`config.mk`:
```
export PLATFORM = sky130hd
export DESIGN_NAME = scanbus_bridge
export DESIGN_NICKNAME = d
export VERILOG_FILES = /design/src/rtl/scanbus_pkg.sv /design/src/rtl/scanbus_decode.sv /design/src/rtl/scanbus_cmd_unpack.sv /design/src/rtl/scanbus_stat_pack.sv /design/src/rtl/scanbus_bridge.sv
export SDC_FILE = /design/constraint.sdc
export NUM_CORES = 1
export LEC_CHECK = 0
export BUFFER_PORTS_ARGS = -buffer_cell sky130_fd_sc_hd__buf_4
export CAP_MARGIN = 5
export CORE_ASPECT_RATIO = 1.75
export CORE_UTILIZATION = 55
export CTS_CLUSTER_DIAMETER = 50
export DETAILED_ROUTE_END_ITERATION = 12
export PLACE_DENSITY = 0.82
export SLEW_MARGIN = 20
export SYNTH_ARGS = -nofsm -noshare
export SYNTH_HDL_FRONTEND = slang
export SYNTH_HIERARCHICAL = 1
export SYNTH_SLANG_ARGS = --single-unit
```
`constraint.sdc`:
```
create_clock -name clk -period 2.1 [get_ports clk]
set_input_delay 0.105 -clock clk [delete_from_list [all_inputs] [get_ports clk]]
set_output_delay 0.105 -clock clk [all_outputs]
set_load 0.01 [all_outputs]
```
`src/rtl/scanbus_pkg.sv`:
```
package scanbus_pkg;
    localparam int WORD_W     = 64;
    localparam int BE_W       = WORD_W / 8;
    localparam int BUS_AW     = 32;
    localparam int BUS_DW     = 32;
    localparam int SIZE_W     = 4;
    localparam int SEL_LSB    = 3;
    localparam int SEL_W      = 2;
    localparam int RDFLAG_POS = 48;
    localparam int SIZE_LSB   = 56;
    localparam int DONE_POS   = 11;
    localparam int RDATA_LSB  = 26;
    localparam int HALF_W     = WORD_W / 2;

    typedef enum logic [SEL_W-1:0] {
        SEL_CMD  = 2'd0,
        SEL_RST  = 2'd1,
        SEL_STAT = 2'd2,
        SEL_DATA = 2'd3
    } reg_sel_e;

    typedef struct packed {
        logic              is_read;
        logic [SIZE_W-1:0] size;
        logic [BUS_AW-1:0] addr;
    } cmd_t;
endpackage

```
`src/rtl/scanbus_decode.sv`:
```
module scanbus_decode
    import scanbus_pkg::*;
(
    input  logic             valid,
    input  logic             write,
    input  logic [BE_W-1:0]  be,
    input  logic [SEL_W-1:0] sel_bits,
    output logic             rd_en,
    output logic             wr_en,
    output reg_sel_e         sel
);
    logic full;

    always_comb begin
        full  = &be;
        rd_en = valid & full & ~write;
        wr_en = valid & full & write;
        sel   = reg_sel_e'(sel_bits);
    end
endmodule

```
`src/rtl/scanbus_cmd_unpack.sv`:
```
module scanbus_cmd_unpack
    import scanbus_pkg::*;
(
    input  logic [WORD_W-1:0] word,
    output cmd_t              cmd,
    output logic [HALF_W-1:0] hi_half
);
    always_comb begin
        cmd.is_read = word[RDFLAG_POS];
        cmd.size    = word[SIZE_LSB +: SIZE_W];
        cmd.addr    = word[0 +: BUS_AW];
        hi_half     = word[HALF_W +: HALF_W];
    end
endmodule

```
`src/rtl/scanbus_stat_pack.sv`:
```
module scanbus_stat_pack
    import scanbus_pkg::*;
(
    input  logic              is_write,
    input  logic              failed,
    input  logic [BUS_DW-1:0] bus_rdata,
    output logic [WORD_W-1:0] status
);
    localparam int LANES = BUS_DW / 8;

    logic [BUS_DW-1:0] be_word;

    // lane 0 is the first byte on the bus and lands in the top byte
    for (genvar b = 0; b < LANES; b++) begin : g_lane
        assign be_word[BUS_DW-1-8*b -: 8] = bus_rdata[BUS_DW-1-8*b -: 8];
    end

    always_comb begin
        status           = '0;
        status[DONE_POS] = 1'b1;
        if (!is_write) begin
            status[RDATA_LSB +: BUS_DW] = failed ? {BUS_DW{1'b1}} : be_word;
        end
    end
endmodule

```
`src/rtl/scanbus_bridge.sv`:
```
module scanbus_bridge
    import scanbus_pkg::*;
#(
    parameter int ADDR_W = 8
) (
    input  logic              clk,
    input  logic              rst_n,
    input  logic              reg_valid,
    input  logic              reg_write,
    input  logic [ADDR_W-1:0] reg_addr,
    input  logic [BE_W-1:0]   reg_be,
    input  logic [WORD_W-1:0] reg_wdata,
    output logic [WORD_W-1:0] reg_rdata,
    output logic              pb_req,
    output logic              pb_we,
    output logic [BUS_AW-1:0] pb_addr,
    output logic [SIZE_W-1:0] pb_size,
    output logic [BUS_DW-1:0] pb_wdata,
    input  logic [BUS_DW-1:0] pb_rdata,
    input  logic              pb_ack,
    input  logic              pb_err
);
    typedef struct packed {
        logic              busy;
        logic              we;
        logic [SIZE_W-1:0] size;
        logic [BUS_AW-1:0] addr;
        logic [BUS_DW-1:0] wdata;
        logic [HALF_W-1:0] data;
        logic [WORD_W-1:0] stat;
        logic [WORD_W-1:0] rdata;
    } state_t;

    state_t st_d, st_q;

    logic              rd_en, wr_en;
    reg_sel_e          sel;
    cmd_t              cmd;
    logic [HALF_W-1:0] wr_hi;
    logic [WORD_W-1:0] done_word;
    logic              complete;
    logic [WORD_W-1:0] stat_q_w;

    scanbus_decode u_dec (
        .valid    (reg_valid),
        .write    (reg_write),
        .be       (reg_be),
        .sel_bits (reg_addr[SEL_LSB +: SEL_W]),
        .rd_en    (rd_en),
        .wr_en    (wr_en),
        .sel      (sel)
    );

    scanbus_cmd_unpack u_cmd (
        .word    (reg_wdata),
        .cmd     (cmd),
        .hi_half (wr_hi)
    );

    scanbus_stat_pack u_stat (
        .is_write  (st_q.we),
        .failed    (pb_err),
        .bus_rdata (pb_rdata),
        .status    (done_word)
    );

    always_comb begin
        st_d     = st_q;
        complete = st_q.busy & (pb_ack | pb_err);

        if (complete) begin
            st_d.busy = 1'b0;
            st_d.stat = done_word;
        end

        st_d.rdata = '0;
        if (rd_en) begin
            unique case (sel)
                SEL_STAT: begin
                    st_d.rdata = st_q.stat;
                    if (!complete) st_d.stat = '0;
                end
                SEL_DATA: st_d.rdata = {st_q.data, {HALF_W{1'b0}}};
                default:  st_d.rdata = '0;
            endcase
        end

        if (wr_en) begin
            unique case (sel)
                SEL_CMD: begin
                    if (!st_q.busy) begin
                        st_d.busy  = 1'b1;
                        st_d.we    = ~cmd.is_read;
                        st_d.size  = cmd.size;
                        st_d.addr  = cmd.addr;
                        st_d.wdata = st_q.data;
                    end
                end
                SEL_DATA: st_d.data = wr_hi;
                default: ;
            endcase
        end
    end

    always_ff @(posedge clk or negedge rst_n) begin
        if (!rst_n) st_q <= '0;
        else        st_q <= st_d;
    end

    assign reg_rdata = st_q.rdata;
    assign pb_req    = st_q.busy;
    assign pb_we     = st_q.we;
    assign pb_addr   = st_q.addr;
    assign pb_size   = st_q.size;
    assign pb_wdata  = st_q.wdata;
    assign stat_q_w  = st_q.stat;
endmodule

```
==> flow_metrics.env, run 1 <==
export IMPL_dpl_hpwl_um=15100
export IMPL_synth_adder_area_share_pct=0
export IMPL_maxSlewHeadroom_pct=58.2
export IMPL_hold_viol=0
export IMPL_fin_nets=1207
export IMPL_cts_tree="done"
export IMPL_grt_pass1_vias=7543
export IMPL_synth_top_family_by_area="buffers and inverters"
export IMPL_yosys_register_bits=230
export IMPL_instances_no_fill=1350
export IMPL_clkLatencyLatePin_ps=490
export IMPL_ys_flop_type="dfrtp_1"
export IMPL_drc=0
export IMPL_coreArea_sq_mm=0.0198
export IMPL_drt_pass1_iter_count=5
export IMPL_synth_area_mux_share_pct=13.0
export IMPL_initial_core_util_pct=56.6
export IMPL_post_place_ws_ps=307
export IMPL_critPathKind="reg2out"
export IMPL_finish_instance_area_sq_mm=0.0134
export IMPL_crit_fanout=34
export IMPL_drtAntennaViolNets=0
export IMPL_dpl_instance_area_sq_mm=0.0118
export IMPL_wire_per_inst_um=19.1
export IMPL_holdBufCountCts=91
export IMPL_syn_instance_count=966
export IMPL_cts_buffers=21
export IMPL_finalSetupViolCount=0
export IMPL_die_area_sq_mm=0.0210
export IMPL_num_vias=7145
export IMPL_fill_cells=1372
export IMPL_syn_area_sq_mm=0.0112
export IMPL_layout_setup_ws_ps=332
export IMPL_critPathMaxStageDelay_ps=540
export IMPL_hold_class="in2reg"
export IMPL_rsz0062_at_grt="false"
export IMPL_track_usage_pct=24.6
export IMPL_grt_pass1_wl_um=39700
export IMPL_final_common_cell="buf_4"
export IMPL_clkSlewWorstSetupHoldPaths_ps=70
export IMPL_end_kind="output port"
export IMPL_ys_seq_area_share_pct=51.3
export IMPL_power_leakage_nw=7.12
export IMPL_powerDensity_mw_per_mm2=688
export IMPL_clockRootBuffer="clkbuf_16"
export IMPL_yosys_top_cells_area="dfrtp_1, buf_4, mux2_2"
export IMPL_ir_drop_mv=0.677
export IMPL_start_kind="flip-flop"
export IMPL_synth_warnings=6
export IMPL_cap_violations=0
export IMPL_viasPerCell=5.29
export IMPL_worstMarginPinSlew_ps=627
export IMPL_dieWidth_um=110
export IMPL_htree_levels=1
export IMPL_tns_ps=0
export IMPL_hold_worst_slack_ps=24.7
export IMPL_fin_crit_ps=1770
export IMPL_synth_cell_types=25
export IMPL_postCtsSetupBuffers=0
export IMPL_status="completed"
export IMPL_fmax_mhz=566
export IMPL_cpMostUsedCell="buf_4"
export IMPL_path_cells="buf_4, buf_4"
export IMPL_clockBufferDepth=3
export IMPL_synthArstFlopShare_pct=100
export IMPL_avgSynthCellArea_sq_um=11.6
export IMPL_yosysTopAreaCellShare_pct=51.3
export IMPL_synth_compound_area_share_pct=11.6
export IMPL_final_cell_mix="buf_4, dfrtp_1, mux2_2"
export IMPL_synth_edf_count=0
export IMPL_die_height_um=191
export IMPL_synthXorXnorAreaFrac_pct=0
export IMPL_synth_simple_area_share_pct=3.21
export IMPL_cts_sinks=230
export IMPL_finalWirelength_um=25700
export IMPL_cp_data_arrival_time_ps=1660
export IMPL_drt_iter0_markers=365
export IMPL_ios=252
export IMPL_min_period_over_period_pct=84.2
export IMPL_placed_cells=1220
export IMPL_grt_remaining_overflow=0
export IMPL_slew_violations=0
export IMPL_critPathRequiredTime_ps=2000
export IMPL_io_buffers=245
export IMPL_synth_top_area_cell="dfrtp_1"
export IMPL_drive_above_1_share_pct=37.7
export IMPL_cts_resized=0
export IMPL_crit_path_top_delay_cell="dfrtp_2"
export IMPL_syn_to_final_growth_pct=19.8
export IMPL_grt_max_degree=78
export IMPL_skew_ps=9.33
export IMPL_num_rows=68
export IMPL_grt_antenna_before_repair=2
export IMPL_gp_congestion=0.772
## stage by stage
stage          util, %  power (mW)
2_1_floorplan        -        4.89
3_3_place_gp      59.4        5.07
3_5_place_dp      59.4        5.08
4_1_cts           67.7        9.33
5_1_grt           67.8        9.57
6_report          67.8        9.25
## cells by family (layout without fill, tap and decap cells)
kind of cell           after synthesis  after routing
AO/OA/AOI/OAI                      162            162
buffers and inverters              364            471
flip-flops                         230            230
multiplexers                       133            133
other                                2             34
AND/OR/NAND/NOR                     75             75
## worst paths after layout
kind                         startpoint            end  slack [ps]  cells past startpoint
max                              pb_req         pb_req         330                      2
min                        pb_rdata[18]   stat_q_w[44]          20                      4
max reg2reg                      pb_req    pb_addr[30]         410                      4
min reg2reg                  pb_size[0]     pb_size[0]         490                      1
max in group asynchronous         rst_n  reg_rdata[50]        1250                      3
min in group asynchronous         rst_n    pb_addr[31]         180                      2
## power breakdown
group / leakage [nW] / internal [mW] / switching, mW / total, mW
combinational: 3.88 / 0.340 / 0.301 / 0.640
clock: 0.359 / 2.44 / 1.67 / 4.10
sequential: 2.88 / 4.48 / 0.0246 / 4.50
## worst max-delay path, delay by kind of cell (launching register included)
family	cells	cell delay (ps)
DFF	1	540
buffers and inverters	2	610
## final cells by class
type	instances	area, sq um	area share, %
Antenna cell	2	5.00	0.0373
Clock buffer	26	574	4.28
Clock inverter	11	160	1.19
Inverter	65	244	1.82
Multi-Input combinational cell	402	3240	24.1
Sequential cell	230	5760	42.9
Tap cell	245	307	2.28
Timing Repair Buffer	369	3140	23.4
## synthesized netlist by cell type (3+ instances only)
cell,instances
mux2_1,6
nor3_1,34
buf_4,235
mux2_2,94
clkbuf_1,38
nor2_1,33
buf_1,6
o21ba_1,29
buf_6,10
inv_1,65
buf_2,10
o21ba_2,3
o211ai_1,64
mux2i_1,33
o31ai_1,64
dfrtp_1,230
## per-layer routing
metal  GRT usage (%)  wire, um  vias to the layer above
li1                -         -                     3262
met1            28.8      9700                     3588
met2            44.3     13800                      240
met3            3.90      1380                       55
met4            9.44       868                        0
met5               0         0                        -
## flip-flops by register name, indices dropped and copies added, names as in the netlist
name and cells:
pb_addr 32, pb_req 1, pb_size 4, pb_wdata 32, pb_we 1, reg_rdata 64, st_q 32, stat_q_w 64
Power figures use the tool's default switching activity.
==> inputs of run 2 (changes only) <==
Settings changed: CORE_UTILIZATION 55 to 49, PLACE_DENSITY 0.82 to 0.77.
Clock period 2.1 ns to 1.46 ns, I/O delays scaled along.
==> run 2 against run 1 <==
The run now ends with setup timing left; count of clock-buffer cells in the layout rose by 7; sequential power rose by 44%; die area rose by 12%; sequential share of layout area fell by 1.1 points; design area rose by 2.6%; clock power rose by 46%; final cell count rose by 5.0%; routed wire length fell by 2.0%; non-clock buffer count rose by 13; hold slack improved by 86 ps; sequential cell count did not move; register-to-register slack got worse by 510 ps; critical path type is now reg2reg.
==> flow_metrics.env, run 2 (synthesis results as in run 1) <==
export IMPL_status="finished with violations"
export IMPL_violations="setup timing"
export IMPL_power_leakage_nw=7.25
export IMPL_finish_instance_area_sq_mm=0.0138
export IMPL_crit_path_top_delay_cell="dfrtp_2"
export IMPL_drive_above_1_share_pct=38.8
export IMPL_dieWidth_um=116
export IMPL_io_buffers=245
export IMPL_p_switching_mw=2.85
export IMPL_cts_tree="done"
export IMPL_num_vias=7110
export IMPL_swShare_pct=21.3
export IMPL_combPwrFrac_pct=7.1
export IMPL_grt_pass1_wl_um=39100
export IMPL_end_kind="flip-flop"
export IMPL_powerDensity_mw_per_mm2=972
export IMPL_die_height_um=202
export IMPL_hold_class="in2reg"
export IMPL_grt_remaining_overflow=0
export IMPL_die_area_sq_mm=0.0235
export IMPL_track_usage_pct=21.4
export IMPL_path_cells="nor4b_4, buf_6, buf_12, mux2_2"
export IMPL_final_cell_mix="buf_4, dfrtp_1, dlygate4sd3_1"
export IMPL_cts_buffers=22
export IMPL_clockBufferDepth=3
export IMPL_crit_fanout=21
export IMPL_ios=252
export IMPL_fmax_mhz=642
export IMPL_ir_drop_mv=0.889
export IMPL_grt_antenna_before_repair=4
export IMPL_drtAntennaViolNets=0
export IMPL_layout_setup_ws_ps=-98.0
export IMPL_critPathMaxStageDelay_ps=440
export IMPL_fin_nets=1221
export IMPL_drt_pass1_iter_count=4
export IMPL_cap_violations=0
export IMPL_path_buf_inv=2
export IMPL_skew_ps=9.81
export IMPL_p_int_mw=10.5
export IMPL_hold_viol=0
export IMPL_grt_max_degree=54
export IMPL_wire_per_inst_um=17.8
export IMPL_num_rows=72
export IMPL_post_place_ws_ps=-274
export IMPL_slew_violations=0
export IMPL_clkSlewWorstSetupHoldPaths_ps=60
export IMPL_gp_congestion=0.781
export IMPL_cts_sinks=230
export IMPL_start_kind="flip-flop"
export IMPL_clockRootBuffer="clkbuf_16"
export IMPL_power_frac_clock_pct=44.6
export IMPL_syn_to_final_growth_pct=22.9
export IMPL_viasPerCell=5.02
export IMPL_dpl_instance_area_sq_mm=0.0119
export IMPL_grt_pass1_vias=7545
export IMPL_cp_data_arrival_time_ps=1940
export IMPL_final_common_cell="buf_4"
export IMPL_critPathKind="reg2reg"
export IMPL_rsz0062_at_grt="true"
export IMPL_critical_path_top_delay_family="flip-flops"
export IMPL_fin_crit_ps=1560
export IMPL_finalWirelength_um=25200
export IMPL_dpl_hpwl_um=15700
export IMPL_initial_core_util_pct=50.4
export IMPL_seqPwrFrac_pct=48.3
export IMPL_coreArea_sq_mm=0.0223
export IMPL_htree_levels=1
export IMPL_clkLatencyLatePin_ps=500
export IMPL_drc=0
export IMPL_min_period_over_period_pct=107
export IMPL_finalSetupViolCount=69
export IMPL_critPathRequiredTime_ps=1840
export IMPL_drt_iter0_markers=359
[run 2: cell types whose count changed in the layout (fill, tap and decap cells not counted), moves of 2 or more]
cell,change
clkbuf_8,+4
buf_4,-3
o31ai_1,-12
clkinvlp_4,-2
clkbuf_16,+4
buf_6,+5
bufinv_16,-2
o31ai_2,+12
clkinv_2,-2
dlygate4sd3_1,+8
[run 2: final cells by class]
| type | count | area (sq um) |
|---|---|---|
| timing repair buffer | 382 | 3330 |
| fill | 1704 | 8470 |
| clock inverter | 6 | 91.3 |
| clock buffer | 33 | 683 |
| sequential | 230 | 5760 |
| multi-input combinational | 402 | 3300 |
| tap | 296 | 370 |
| antenna | 3 | 7.51 |
| inverter | 65 | 244 |
[run 2: worst paths after layout]
path	startpoint	endpoint	slack [ps]	cells after the start
setup reg to reg	pb_req	pb_wdata[28]	-100	4
hold reg to reg	pb_addr[26]	pb_addr[26]	490	1
min in group asynchronous	rst_n	stat_q_w[35]	610	3
hold / removal	reg_addr[4]	reg_rdata[38]	110	4
max in group asynchronous	rst_n	st_q[131]	90	4
setup / recovery	pb_req	pb_wdata[28]	-100	4
[run 2: routing by layer]
layer / track usage (%) / up-vias / share of wire, %
met1: 25.0 / 3527 / 38
met5: 0 / - / 0.052
met2: 38.1 / 221 / 53
met3: 3.33 / 57 / 4.7
li1: - / 3303 / -
met4: 8.65 / 2 / 3.6
[run 2: through the flow]
step / hold WS [ps] / power (mW) / instances / util (%) / TNS, ps
finish: 110 / 13.4 / 1417 / 61.9 / -4550
global route: 117 / 13.9 / 1417 / 61.9 / -9180
CTS: 87.9 / 13.6 / 1410 / 61.3 / -5120
detailed placement: -55.5 / 7.31 / 1272 / 53.3 / -16200
global placement: -57.5 / 7.29 / 1272 / 53.3 / -14250
floorplan: -223 / 7.04 / 996 / - / -7970
[run 2: repair_timing]
| item | 4_1_cts | 5_1_grt |
|---|---|---|
| gates cloned | 0 | 2 |
| hold buffers | 99 | 0 |
| setup buffers | 0 | 2 |
| setup endpoints to repair | 69 | 69 |
| endpoints found under the hold margin | 331 | 0 |
| resized for setup | 6 | 14 |
[run 2: power groups by stage]
stage               Clock (mW)  Sequential [mW]  Combinational [mW]
global route              6.37             6.48                1.04
global placement             0             6.59               0.704
detailed placement           0             6.59               0.719
finish                    5.97             6.47               0.947
CTS                       6.14             6.47               0.944
floorplan                    0             6.58               0.455
[run 2: worst min-delay path, cell delays in order]
cell     delay, ps
buf_4          120
nand2_2         80
buf_12         170
nor2_1         110
